[src/rtl/dac_cmd_pkg.sv]
package dac_cmd_pkg;
  typedef enum logic [3:0] {
    OP_NOP        = 4'b0000,
    OP_LD_A       = 4'b0001,
    OP_LD_B       = 4'b0010,
    OP_UPD        = 4'b1000,
    OP_LD_A_UPD   = 4'b1001,
    OP_LD_B_UPD   = 4'b1010,
    OP_WAKE       = 4'b1101,
    OP_SLEEP      = 4'b1110,
    OP_LD_ALL_UPD = 4'b1111
  } opcode_e;

  typedef struct packed {
    logic load_a;
    logic load_b;
    logic update;
    logic wake;
    logic sleep;
  } cmd_act_t;
endpackage

[src/rtl/dac_in_sync.sv]
module dac_in_sync #(
  parameter int             STAGES  = 2,
  parameter int             WIDTH   = 3,
  parameter logic [WIDTH-1:0] RST_VAL = '0
) (
  input  logic             clk_i,
  input  logic             rst_ni,
  input  logic [WIDTH-1:0] d_i,
  output logic [WIDTH-1:0] q_o,
  output logic [WIDTH-1:0] rise_o
);
  logic [WIDTH-1:0] stg_q [STAGES];
  logic [WIDTH-1:0] prev_q;

  always_ff @(posedge clk_i or negedge rst_ni) begin
    if (!rst_ni) begin
      for (int i = 0; i < STAGES; i++) stg_q[i] <= RST_VAL;
      prev_q <= RST_VAL;
    end else begin
      stg_q[0] <= d_i;
      for (int i = 1; i < STAGES; i++) stg_q[i] <= stg_q[i-1];
      prev_q <= stg_q[STAGES-1];
    end
  end

  assign q_o    = stg_q[STAGES-1];
  assign rise_o = stg_q[STAGES-1] & ~prev_q;
endmodule

[src/rtl/dac_cmd_shifter.sv]
module dac_cmd_shifter #(
  parameter int WORD_W = 16
) (
  input  logic              clk_i,
  input  logic              rst_ni,
  input  logic              shift_i,
  input  logic              bit_i,
  output logic [WORD_W-1:0] word_o
);
  always_ff @(posedge clk_i or negedge rst_ni) begin
    if (!rst_ni)      word_o <= '0;
    else if (shift_i) word_o <= {word_o[WORD_W-2:0], bit_i};
  end
endmodule

[src/rtl/dac_cmd_decode.sv]
module dac_cmd_decode
  import dac_cmd_pkg::*;
#(
  parameter int CTRL_W = 4
) (
  input  logic [CTRL_W-1:0] ctrl_i,
  output cmd_act_t          act_o
);
  always_comb begin
    act_o = '0;
    case (ctrl_i)
      OP_LD_A:       act_o.load_a = 1'b1;
      OP_LD_B:       act_o.load_b = 1'b1;
      OP_UPD:        begin act_o.update = 1'b1; act_o.wake = 1'b1; end
      OP_LD_A_UPD:   begin act_o.load_a = 1'b1; act_o.update = 1'b1; act_o.wake = 1'b1; end
      OP_LD_B_UPD:   begin act_o.load_b = 1'b1; act_o.update = 1'b1; act_o.wake = 1'b1; end
      OP_LD_ALL_UPD: begin
        act_o.load_a = 1'b1; act_o.load_b = 1'b1;
        act_o.update = 1'b1; act_o.wake   = 1'b1;
      end
      OP_WAKE:       act_o.wake  = 1'b1;
      OP_SLEEP:      act_o.sleep = 1'b1;
      default:       act_o = '0; // no-op and reserved codes
    endcase
  end
endmodule

[src/rtl/dac_chan_regs.sv]
module dac_chan_regs #(
  parameter int DATA_W = 10
) (
  input  logic              clk_i,
  input  logic              rst_ni,
  input  logic              load_i,
  input  logic              update_i,
  input  logic [DATA_W-1:0] data_i,
  output logic [DATA_W-1:0] dac_o
);
  logic [DATA_W-1:0] stage_q;
  logic [DATA_W-1:0] stage_d;

  // update sees the code staged by the same command
  assign stage_d = load_i ? data_i : stage_q;

  always_ff @(posedge clk_i or negedge rst_ni) begin
    if (!rst_ni) begin
      stage_q <= '0;
      dac_o   <= '0;
    end else begin
      stage_q <= stage_d;
      if (update_i) dac_o <= stage_d;
    end
  end
endmodule

[src/rtl/dual_dac_cmd_bank.sv]
module dual_dac_cmd_bank
  import dac_cmd_pkg::*;
#(
  parameter int DATA_W      = 10,
  parameter int CTRL_W      = 4,
  parameter int PAD_W       = 2,
  parameter int SYNC_STAGES = 2
) (
  input  logic              clk_i,
  input  logic              rst_ni,
  input  logic              sck_i,
  input  logic              sdi_i,
  input  logic              sel_ld_i,
  output logic [DATA_W-1:0] code_a_o,
  output logic [DATA_W-1:0] code_b_o,
  output logic              awake_o,
  output logic              out_hiz_o
);
  localparam int WORD_W = CTRL_W + DATA_W + PAD_W;
  localparam int N_CH   = 2;
  localparam int I_SCK  = 0;
  localparam int I_SDI  = 1;
  localparam int I_SEL  = 2;

  logic [2:0]        pin_q, pin_rise;
  logic              shift, exec;
  logic [WORD_W-1:0] window;
  logic [CTRL_W-1:0] ctrl;
  logic [DATA_W-1:0] data;
  cmd_act_t          act;
  logic [N_CH-1:0]   ch_load;
  logic [DATA_W-1:0] ch_code [N_CH];
  logic              awake_q;

  dac_in_sync #(
    .STAGES (SYNC_STAGES),
    .WIDTH  (3),
    .RST_VAL(3'b100)
  ) u_sync (
    .clk_i (clk_i),
    .rst_ni(rst_ni),
    .d_i   ({sel_ld_i, sdi_i, sck_i}),
    .q_o   (pin_q),
    .rise_o(pin_rise)
  );

  assign shift = pin_rise[I_SCK] & ~pin_q[I_SEL];
  assign exec  = pin_rise[I_SEL];

  dac_cmd_shifter #(.WORD_W(WORD_W)) u_shift (
    .clk_i  (clk_i),
    .rst_ni (rst_ni),
    .shift_i(shift),
    .bit_i  (pin_q[I_SDI]),
    .word_o (window)
  );

  assign ctrl = window[WORD_W-1 -: CTRL_W];
  assign data = window[PAD_W +: DATA_W];

  dac_cmd_decode #(.CTRL_W(CTRL_W)) u_dec (
    .ctrl_i(ctrl),
    .act_o (act)
  );

  assign ch_load = {act.load_b, act.load_a};

  for (genvar ch = 0; ch < N_CH; ch++) begin : g_ch
    dac_chan_regs #(.DATA_W(DATA_W)) u_regs (
      .clk_i   (clk_i),
      .rst_ni  (rst_ni),
      .load_i  (exec & ch_load[ch]),
      .update_i(exec & act.update),
      .data_i  (data),
      .dac_o   (ch_code[ch])
    );
  end

  always_ff @(posedge clk_i or negedge rst_ni) begin
    if (!rst_ni)                awake_q <= 1'b1;
    else if (exec & act.wake)   awake_q <= 1'b1;
    else if (exec & act.sleep)  awake_q <= 1'b0;
  end

  assign code_a_o  = ch_code[0];
  assign code_b_o  = ch_code[1];
  assign awake_o   = awake_q;
  assign out_hiz_o = ~awake_q;
endmodule

[config.mk]
export PLATFORM = sky130hd
export DESIGN_NAME = dual_dac_cmd_bank
export DESIGN_NICKNAME = d
export VERILOG_FILES = /design/src/rtl/dac_cmd_pkg.sv /design/src/rtl/dac_in_sync.sv /design/src/rtl/dac_cmd_shifter.sv /design/src/rtl/dac_cmd_decode.sv /design/src/rtl/dac_chan_regs.sv /design/src/rtl/dual_dac_cmd_bank.sv
export SDC_FILE = /design/constraint.sdc
export NUM_CORES = 1
export LEC_CHECK = 0
export BUFFER_PORTS_ARGS = -buffer_cell sky130_fd_sc_hd__buf_4
export CAP_MARGIN = 20
export CORE_UTILIZATION = 50
export CTS_CLUSTER_SIZE = 12
export DETAILED_ROUTE_END_ITERATION = 8
export PLACE_DENSITY = 0.74
export RECOVER_POWER = 100
export REMOVE_ABC_BUFFERS = 1
export SYNTH_ARGS = -nofsm -noshare
export SYNTH_HDL_FRONTEND = slang
export SYNTH_SLANG_ARGS = --single-unit
[constraint.sdc]
create_clock -name clk_i -period 1.7 [get_ports clk_i]
set_clock_uncertainty 0.2 [all_clocks]
set_input_delay 0.085 -clock clk_i [delete_from_list [all_inputs] [get_ports clk_i]]
set_output_delay 0.085 -clock clk_i [all_outputs]
set_load 0.01 [all_outputs]
==> metrics.yaml <==
status: "completed"
drv_slew: 0
end_kind: "register"
globalRouteOverflowTotal: 0
slew-limit-headroom_pct: 49.6
synth_fa_ha_area_share_pct: 0
power.density_mw_per_mm2: 883
core_mm2: 0.00568
layout_commonest_cell: "dfrtp_1"
period_share_pct: 95.7
fillCellCount: 465
ys_types: 26
maxCapViolCount: 0
hold_viol_final: 0
cts_setup_buffers: 0
cts_tree: "yes"
grt_max_degree: 37
synth_top_family_by_area: "compound AO/OA/AOI/OAI gates"
r2r_end: "awake_o$_DFFE_PN1P_"
diodes: 0
crit_path_start: "u_sync.prev_q[2]$_DFF_PN1_"
postPlaceCellArea_mm2: 0.00340
cp-start-kind: "register"
drt_iter0_drc: 222
ff2ff_setup_slack_ns: 0.07
post_drt_wl_per_cell_um: 18.4
dr.pass1.iters: 4
crit_fanout: 11
insertion_delay_ns: 0.35
viasPerCell: 6.06
synthMuxAreaShare_pct: 5.97
die-area_mm2: 0.00635
layout_min_cycle_time_ns: 1.63
arrival_ns: 1.70
reg2regPathDepth: 4
setup-violations-final: 0
grt_usage_pct: 24.0
synth_seq_area_share_pct: 54.1
synth-seq-cells: 65
cts-root-buf: "clkbuf_8"
die-width_um: 79.7
nets: 313
vias: 2335
dp_slack_ns: 0.0273
worst_pin_slew_ns: 0.756
rows: 27
final_cell_mix: "dfrtp_1, a31oi_1, o21ai_0"
num_io_pins: 27
ys_warn_count: 0
globalplace.congestion: 0.823
cellLeakagePower_nw: 1.82
clk_pin_slew_ns: 0.07
avgSynthCellArea_um2: 11.3
critPathKind: "reg -> reg"
drc: 0
fp.dieH_um: 79.7
setup_ws_ns: 0.0728
ant_nets: 0
synth-simple-area-share_pct: 12.6
cts_buffers: 9
hp-class: "in -> async"
drt_wl_total_um: 7070
antenna_found_initial: 0
synth-xor-area-share_pct: 0
synth-compound-area-share_pct: 21.7
cts_buffer_depth: 2
grt_pass1_wl_um: 11300
finish.utilization_pct: 64.6
finalInstanceArea_mm2: 0.00367
max_freq_ghz: 0.615
start_util_pct: 53.2
port_buffers: 26
crit_required_ns: 1.78
syn_to_final_growth_pct: 21.5
cts_max_level: 3
syn_inst: 267
cts_sinks: 65
peakVddDrop_mv: 0.590
drive_above_1_share_pct: 27.5
syn-cell-area_mm2: 0.00302
grt_pass1_vias: 2290
dpl.hpwl_um: 4480
r2r_start: "u_sync.prev_q[2]$_DFF_PN1_"
==> critical path, cell delays in order, from the launching register on <==
cell     delay [ns]
dfstp_2        0.56
and3b_2        0.25
buf_4          0.18
a22o_1         0.23
a21oi_2        0.13
==> final cells by class <==
| type | instances | area [um2] | area share (%) |
|---|---|---|---|
| repair buffers | 57 | 430 | 11.7 |
| clock buffers | 13 | 149 | 4.06 |
| well taps | 72 | 90.1 | 2.46 |
| inverters | 1 | 3.75 | 0.102 |
| multi-input cells | 174 | 1320 | 35.9 |
| flip-flops and latches | 65 | 1640 | 44.6 |
| clock inverters | 3 | 40.0 | 1.09 |
==> worst max path at each step <==
stage,cells past startpoint,slack [ns],endpoint
CTS,4,-0.00003,g_ch[1].u_regs.dac_o[0]$_DFFE_PN0P_
finish,4,0.07,awake_o$_DFFE_PN1P_
global route,4,-0.04,g_ch[0].u_regs.dac_o[4]$_DFFE_PN0P_
global placement,4,0.08,g_ch[0].u_regs.dac_o[0]$_DFFE_PN0P_
floorplan,3,-0.35,g_ch[0].u_regs.dac_o[0]$_DFFE_PN0P_
detailed placement,4,0.03,g_ch[1].u_regs.dac_o[0]$_DFFE_PN0P_
==> sequential cells by signal, summed over array words and instances (netlist names) <==
name and count:
u_sync.q_o 3, u_shift.word_o 16, u_sync.prev_q 2, g_ch.u_regs.dac_o 20, awake_o 1, g_ch.u_regs.stage_q 20
u_sync.stg_q 3
==> stage by stage <==
| step | setup TNS [ns] | power, W | hold WS [ns] | instances |
|---|---|---|---|---|
| after global routing | -0.0882 | 0.00336 | 0.164 | 385 |
| after detailed placement | 0 | 0.00198 | -0.163 | 364 |
| after global placement | 0 | 0.00196 | -0.168 | 364 |
| final | 0 | 0.00324 | 0.133 | 385 |
| after floorplan | -8.64 | 0.00184 | -0.411 | 239 |
| after CTS | -0.0000276 | 0.00326 | 0.00138 | 384 |
==> synth_stat cells <==
library cell | number | share of area, %
nand3b_2 | 2 | 0.75
clkbuf_2 | 1 | 0.17
a21oi_1 | 2 | 0.33
and3_4 | 1 | 0.37
and3_1 | 2 | 0.41
and4b_1 | 20 | 6.6
nor3b_4 | 1 | 0.62
nand2b_1 | 1 | 0.21
buf_4 | 2 | 0.50
dfstp_2 | 4 | 3.5
nor2_1 | 3 | 0.37
inv_1 | 1 | 0.12
a31oi_1 | 40 | 8.3
mux2_2 | 16 | 6.0
a22o_1 | 1 | 0.29
nand2_1 | 20 | 2.5
clkbuf_1 | 8 | 1.0
a2bb2oi_1 | 20 | 5.8
nand3b_1 | 1 | 0.25
and3b_1 | 1 | 0.29
dfrtp_1 | 61 | 51
buf_6 | 5 | 1.9
o21ai_0 | 40 | 6.6
buf_2 | 12 | 2.0
a21bo_2 | 1 | 0.33
nor2b_1 | 1 | 0.21
==> routing by layer <==
layer,track usage [%],part of all wire (%),vias up
met1,32.0,44,1162
met3,6.74,5.1,11
li1,-,-,1099
met2,36.4,49,63
met4,10.7,1.9,0
met5,0,0,-
==> cell families after synthesis <==
family | count (synthesis)
AND/OR/NAND/NOR | 53
multiplexers | 16
flip-flops | 65
buffers and inverters | 29
AO/OA/AOI/OAI | 104
==> power breakdown <==
part	leakage (nW)	switching (W)	internal (W)
Combinational	0.856	0.0000809	0.000115
Sequential	0.866	0.000111	0.00165
Clock	0.0974	0.000566	0.000714
Total	1.82	0.000758	0.00248
==> repair_timing <==
item / in CTS / in global routing
gates cloned: 0 / 1
gates resized for setup: 0 / 27
endpoints found under the setup margin: 1 / 34
hold endpoints to repair: 65 / 0
pin swaps: 0 / 1
hold buffers: 4 / 0
Note: power is estimated with default switching activity, not from simulation.
